<file path="config.mk">
export PLATFORM = sky130hd
export DESIGN_NAME = regref_acc_unit
export DESIGN_NICKNAME = d
export VERILOG_FILES = /design/src/rtl/rr_pkg.sv /design/src/rtl/rr_prio_pick.sv /design/src/rtl/rr_ac_datapath.sv /design/src/rtl/rr_skip_eval.sv /design/src/rtl/regref_acc_unit.sv
export SDC_FILE = /design/constraint.sdc
export NUM_CORES = 1
export LEC_CHECK = 0
export ABC_CLOCK_PERIOD_IN_PS = 5750
export BUFFER_PORTS_ARGS = -buffer_cell sky130_fd_sc_hd__clkbuf_2
export CAP_MARGIN = 20
export CORE_ASPECT_RATIO = 1.1
export CORE_UTILIZATION = 60
export DETAILED_ROUTE_END_ITERATION = 16
export MAX_ROUTING_LAYER = met4
export PLACE_DENSITY = 0.87
export SYNTH_ARGS = -nofsm -noshare
export SYNTH_HDL_FRONTEND = slang
export SYNTH_HIERARCHICAL = 1
export SYNTH_SLANG_ARGS = --single-unit
</file>
<file path="constraint.sdc">
create_clock -name clk -period 5.75 [get_ports clk]
set_input_delay 0.575 -clock clk [delete_from_list [all_inputs] [get_ports clk]]
set_output_delay 0.575 -clock clk [all_outputs]
set_load 0.01 [all_outputs]
</file>
<file path="src/rtl/rr_pkg.sv">
package rr_pkg;
    parameter int AC_W = 16;
    parameter int OP_W = 12;

    // Operation bit positions; the sequencer encodes these, and a higher
    // index has priority over a lower one.
    localparam int B_CLR_AC  = 11;
    localparam int B_CLR_E   = 10;
    localparam int B_INV_AC  = 9;
    localparam int B_INV_E   = 8;
    localparam int B_ROT_R   = 7;
    localparam int B_ROT_L   = 6;
    localparam int B_INCR    = 5;
    localparam int B_SK_POS  = 4;
    localparam int B_SK_NEG  = 3;
    localparam int B_SK_ZAC  = 2;
    localparam int B_SK_ZE   = 1;
    localparam int B_STOP    = 0;

    typedef struct packed {
        logic [AC_W-1:0] acc;
        logic            ext;
        logic            skip;
        logic            halt;
        logic            done;
    } rr_state_t;
endpackage

</file>
<file path="src/rtl/rr_prio_pick.sv">
module rr_prio_pick #(
    parameter int N = 12
) (
    input  logic [N-1:0] req,
    output logic [N-1:0] grant
);
    // Highest index wins: a bit is granted only if no bit above it is set.
    for (genvar i = 0; i < N; i++) begin : g_lane
        if (i == N - 1) begin : g_top
            assign grant[i] = req[i];
        end else begin : g_low
            assign grant[i] = req[i] & ~(|req[N-1:i+1]);
        end
    end
endmodule

</file>
<file path="src/rtl/rr_ac_datapath.sv">
module rr_ac_datapath
    import rr_pkg::*;
(
    input  logic [OP_W-1:0] grant,
    input  logic [AC_W-1:0] acc,
    input  logic            ext,
    output logic [AC_W-1:0] acc_nx,
    output logic            ext_nx
);
    localparam logic [AC_W-1:0] ONE = AC_W'(1);

    always_comb begin
        acc_nx = acc;
        ext_nx = ext;
        if (grant[B_CLR_AC]) begin
            acc_nx = '0;
        end else if (grant[B_CLR_E]) begin
            ext_nx = 1'b0;
        end else if (grant[B_INV_AC]) begin
            acc_nx = ~acc;
        end else if (grant[B_INV_E]) begin
            ext_nx = ~ext;
        end else if (grant[B_ROT_R]) begin
            acc_nx = {ext, acc[AC_W-1:1]};
            ext_nx = acc[0];
        end else if (grant[B_ROT_L]) begin
            acc_nx = {acc[AC_W-2:0], ext};
            ext_nx = acc[AC_W-1];
        end else if (grant[B_INCR]) begin
            acc_nx = acc + ONE;
        end
    end
endmodule

</file>
<file path="src/rtl/rr_skip_eval.sv">
module rr_skip_eval
    import rr_pkg::*;
(
    input  logic [OP_W-1:0] grant,
    input  logic [AC_W-1:0] acc,
    input  logic            ext,
    output logic            skip_hit
);
    logic acc_zero;
    logic acc_sign;

    always_comb begin
        acc_zero = (acc == '0);
        acc_sign = acc[AC_W-1];
        skip_hit = (grant[B_SK_POS] & ~acc_sign & ~acc_zero)
                 | (grant[B_SK_NEG] &  acc_sign)
                 | (grant[B_SK_ZAC] &  acc_zero)
                 | (grant[B_SK_ZE]  & ~ext);
    end
endmodule

</file>
<file path="src/rtl/regref_acc_unit.sv">
module regref_acc_unit
    import rr_pkg::*;
(
    input  logic            clk,
    input  logic            rst_n,
    input  logic            op_valid,
    input  logic [11:0]     op_bits,
    input  logic [15:0]     acc_in,
    input  logic            ext_in,
    output logic [15:0]     acc_q,
    output logic            ext_q,
    output logic            skip_req,
    output logic            halted,
    output logic            done
);
    rr_state_t       st_d;
    rr_state_t       st_q;
    logic [OP_W-1:0] grant;
    logic [AC_W-1:0] acc_nx;
    logic            ext_nx;
    logic            skip_hit;
    logic            take;

    rr_prio_pick #(.N(OP_W)) u_pick (
        .req   (op_bits),
        .grant (grant)
    );

    rr_ac_datapath u_dp (
        .grant  (grant),
        .acc    (acc_in),
        .ext    (ext_in),
        .acc_nx (acc_nx),
        .ext_nx (ext_nx)
    );

    rr_skip_eval u_sk (
        .grant    (grant),
        .acc      (acc_in),
        .ext      (ext_in),
        .skip_hit (skip_hit)
    );

    assign take = op_valid & ~st_q.halt;

    always_comb begin
        st_d      = st_q;
        st_d.done = 1'b0;
        st_d.skip = 1'b0;
        if (take) begin
            st_d.acc  = acc_nx;
            st_d.ext  = ext_nx;
            st_d.skip = skip_hit;
            st_d.done = 1'b1;
            if (grant[B_STOP]) begin
                st_d.halt = 1'b1;
            end
        end
    end

    always_ff @(posedge clk) begin
        if (!rst_n) begin
            st_q <= '0;
        end else begin
            st_q <= st_d;
        end
    end

    assign acc_q    = st_q.acc;
    assign ext_q    = st_q.ext;
    assign skip_req = st_q.skip;
    assign halted   = st_q.halt;
    assign done     = st_q.done;
endmodule

</file>
==> impl_metrics.py <==
metrics = {
    "status": {
        "status": "finished, final reports clean",
    },
    "floorplanning": {
        "die-area_sq_um": 4330,
        "die_h_microns": 68.9,
        "rows": 23,
        "start_util": 0.648,
        "placeableCoreArea_sq_um": 3770,
        "boundaryPins": 52,
        "die_w_microns": 62.8,
    },
    "critical_path": {
        "worstPathRequired_ns": 5.95,
        "end_kind": "flop",
        "reg2reg_setup_slack_ns": 4.55,
        "cp_data_arrival_time_ns": 3.73,
        "crit_path_start_kind": "primary input",
        "r2r_cells": 2,
        "rr_endpoint": "acc_q[5]$_SDFFE_PN0P_",
        "critical_path.max_fanout": 24,
        "r2r_start": "halted$_SDFFE_PN0P_",
        "crit_type": "in -> reg",
    },
    "layout": {
        "layout.nets": 405,
        "n_antenna_cell": 0,
        "area_growth_syn_to_layout_pct": 9.28,
        "final_layout_size_suffix_gt1_frac": 0.229,
    },
    "hold_path": {
        "hold_path.class": "reg -> reg",
        "holdPathEnd": "acc_q[6]$_SDFFE_PN0P_",
        "hold_start": "acc_q[6]$_SDFFE_PN0P_",
        "hold_depth": 2,
    },
    "global_routing": {
        "grt_start_max_net_pins": 38,
        "antenna_found_initial": 0,
        "grt_pass1_wl_mm": 10.7,
        "grt_overflow_total": 0,
        "grt_pass1_vias": 2246,
        "track_usage": 0.322,
    },
    "routing": {
        "vias": 2674,
        "wl_met2_mm": 2.94,
        "vias_per_cell": 6.35,
        "routedWlPerCell_microns": 15.7,
        "drcViolationCount": 0,
        "wl_met3_microns": 767,
        "wl_met1_mm": 2.78,
        "maxUsedRoutingLayer": "met4",
        "drt-total-wl_mm": 6.61,
        "postRouteAntennaNets": 0,
        "dr.pass1.iters": 6,
        "drt_iter0_drc": 480,
    },
    "placement": {
        "place_ws_ns": 1.99,
        "numPortBuffers": 51,
        "place.detailed.hpwl_mm": 4.63,
        "gp_congestion": 0.945,
    },
    "timing": {
        "hold_violations": 0,
        "max_freq_ghz": 0.283,
        "skew_ns": 0.00269,
        "rsz0062_at_grt": "no",
        "slew_viol_final": 0,
        "setup_slack_ns": 2.21,
        "layout_min_cycle_time_ns": 3.54,
        "fin_tns_setup_ns": 0,
        "setup_viol": 0,
        "period_share": 0.615,
        "slew-limit-headroom": 0.427,
        "worstMarginPinSlew_ns": 0.857,
    },
    "synth": {
        "synth_seq_cells": 20,
        "synth_area_sq_um": 2440,
        "yosysSeqAreaShare": 0.164,
        "syn_nets": 379,
        "synth_top_area_frac": 0.164,
        "synthDistinctLibCells": 66,
        "ys_warn_count": 6,
        "synth.area.top_cells": "dfxtp_1 16%, mux2i_1 12%, nand2_1 8.0%",
        "yosysTopAreaCell": "dfxtp_1",
        "synth_flop_cell": "dfxtp_1",
        "async_flop_share": 0,
        "synth-edff-count": 0,
        "syn_avg_cell_area_sq_um": 7.06,
        "syn_inst": 346,
    },
    "run": {
        "drv_cap": 0,
    },
    "clock_network": {
        "clkTransAtPathRegs_ns": 0.07,
        "cts_setup_buffers": 0,
        "cts.hold.buffers_added": 0,
        "clock_latency_ns": 0.26,
        "htree_levels": 1,
        "cts-resized-gates": 0,
        "clock_path_buffers": 2,
        "cts_tree": "yes",
        "cts-buffers-inserted": 3,
        "root_buffer": "clkbuf_8",
        "numClockSinks": 20,
    },
    "power": {
        "p_leak_nw": 1.10,
        "vdd_drop_max_v": 0.000170,
        "power_density_nw_per_um2": 144,
    },
}
stage by stage:
step                power, mW  hold WS, ns   util  cell area (sq um)  instances
finish                  0.385        0.457  0.708               2670        421
global route            0.407        0.484  0.708               2670        421
CTS                     0.386        0.460  0.708               2670        421
detailed placement      0.278        0.445  0.693               2610        417
global placement        0.277        0.445  0.693               2610        417
floorplan               0.243        0.479      -               2440        346
power by group:
part	total (mW)	switching (mW)	internal, mW	leakage (nW)
clock	0.106	0.0455	0.0610	0.0288
combinational	0.131	0.0805	0.0501	0.913
sequential	0.148	0.00319	0.145	0.163
total	0.385	0.129	0.256	1.10
worst max-delay path by stage:
stage / from / to / slack [ns] / cells after the start
2_1_floorplan: op_bits[8] / acc_q[11]$_SDFFE_PN0P_ / 2.90 / 11
5_1_grt: op_bits[11] / acc_q[4]$_SDFFE_PN0P_ / 2.07 / 9
3_3_place_gp: op_bits[11] / acc_q[4]$_SDFFE_PN0P_ / 2.05 / 9
4_1_cts: op_bits[11] / acc_q[4]$_SDFFE_PN0P_ / 2.25 / 9
6_report: op_bits[11] / acc_q[4]$_SDFFE_PN0P_ / 2.21 / 9
3_5_place_dp: op_bits[11] / acc_q[4]$_SDFFE_PN0P_ / 1.99 / 9
critical path: stages:
cell,delay (ns)
clkbuf_2,0.33
or4_4,0.62
nor4b_2,0.56
nand3_1,0.41
o311ai_0,0.57
o211ai_1,0.20
a21oi_1,0.24
nand2_1,0.08
mux2i_1,0.14
cell usage in the layout, fill, tap and decap left out, types with 2 or more instances in the layout:
cell type and instances:
nand2_1 52, clkbuf_2 51, a21oi_1 33, mux2i_1 29, nor2_1 27, dfxtp_1 20
o21ai_0 17, inv_1 12, nor3_1 11, nand3_1 9, nor2b_1 8, nor4_1 7
nand2b_1 6, a211oi_1 5, buf_4 5, clkbuf_8 4, xnor2_1 4, and3_1 3
nand4_1 3, nor3b_1 3, a31oi_1 3, o22ai_1 3, a221oi_1 3, a32oi_1 3
nor3_2 3, a41o_1 2, o2bb2ai_1 2, o31ai_1 2, o31a_1 2, a21o_1 2
o211ai_1 2, xor2_1 2, nor4b_2 2, nor3b_2 2, nor4_2 2
sequential cells by signal, indices dropped and copies added (netlist names):
| register | cells |
|---|---|
| done | 1 |
| skip_req | 1 |
| halted | 1 |
| acc_q | 16 |
| ext_q | 1 |
layer usage:
metal	vias to the layer above	track usage
met1	1175	0.436
li1	1294	-
met2	185	0.500
met5	-	-
met4	0	0.128
met3	20	0.0280
logic make-up (layout without fill, tap and decap cells):
kind of cell	after synthesis	count (layout)	share of synthesized area
mux	31	31	0.130
flops	20	20	0.164
simple gates	153	153	0.351
xor+xnor	6	6	0.0215
buf+inv	47	72	0.0984
compound gates	88	88	0.231
fa+ha+maj	1	1	0.00512
layout make-up:
type / instances / area, sq um
Sequential cell: 20 / 400
Inverter: 12 / 45.0
Multi-Input combinational cell: 279 / 1810
Timing Repair Buffer: 56 / 293
Clock buffer: 4 / 55.1
Fill cell: 325 / 1100
Tap cell: 50 / 62.6
cells in the mapped netlist, types with 4 or more instances:
master	instances
nand2_1	52
a21oi_1	33
mux2i_1	29
nor2_1	27
dfxtp_1	20
o21ai_0	17
clkbuf_1	16
inv_1	12
buf_2	11
nor3_1	11
nand3_1	9
nor2b_1	8
nor4_1	7
nand2b_1	6
a211oi_1	5
nor3b_1	4
xnor2_1	4
Note: power is estimated with default switching activity, not from simulation.
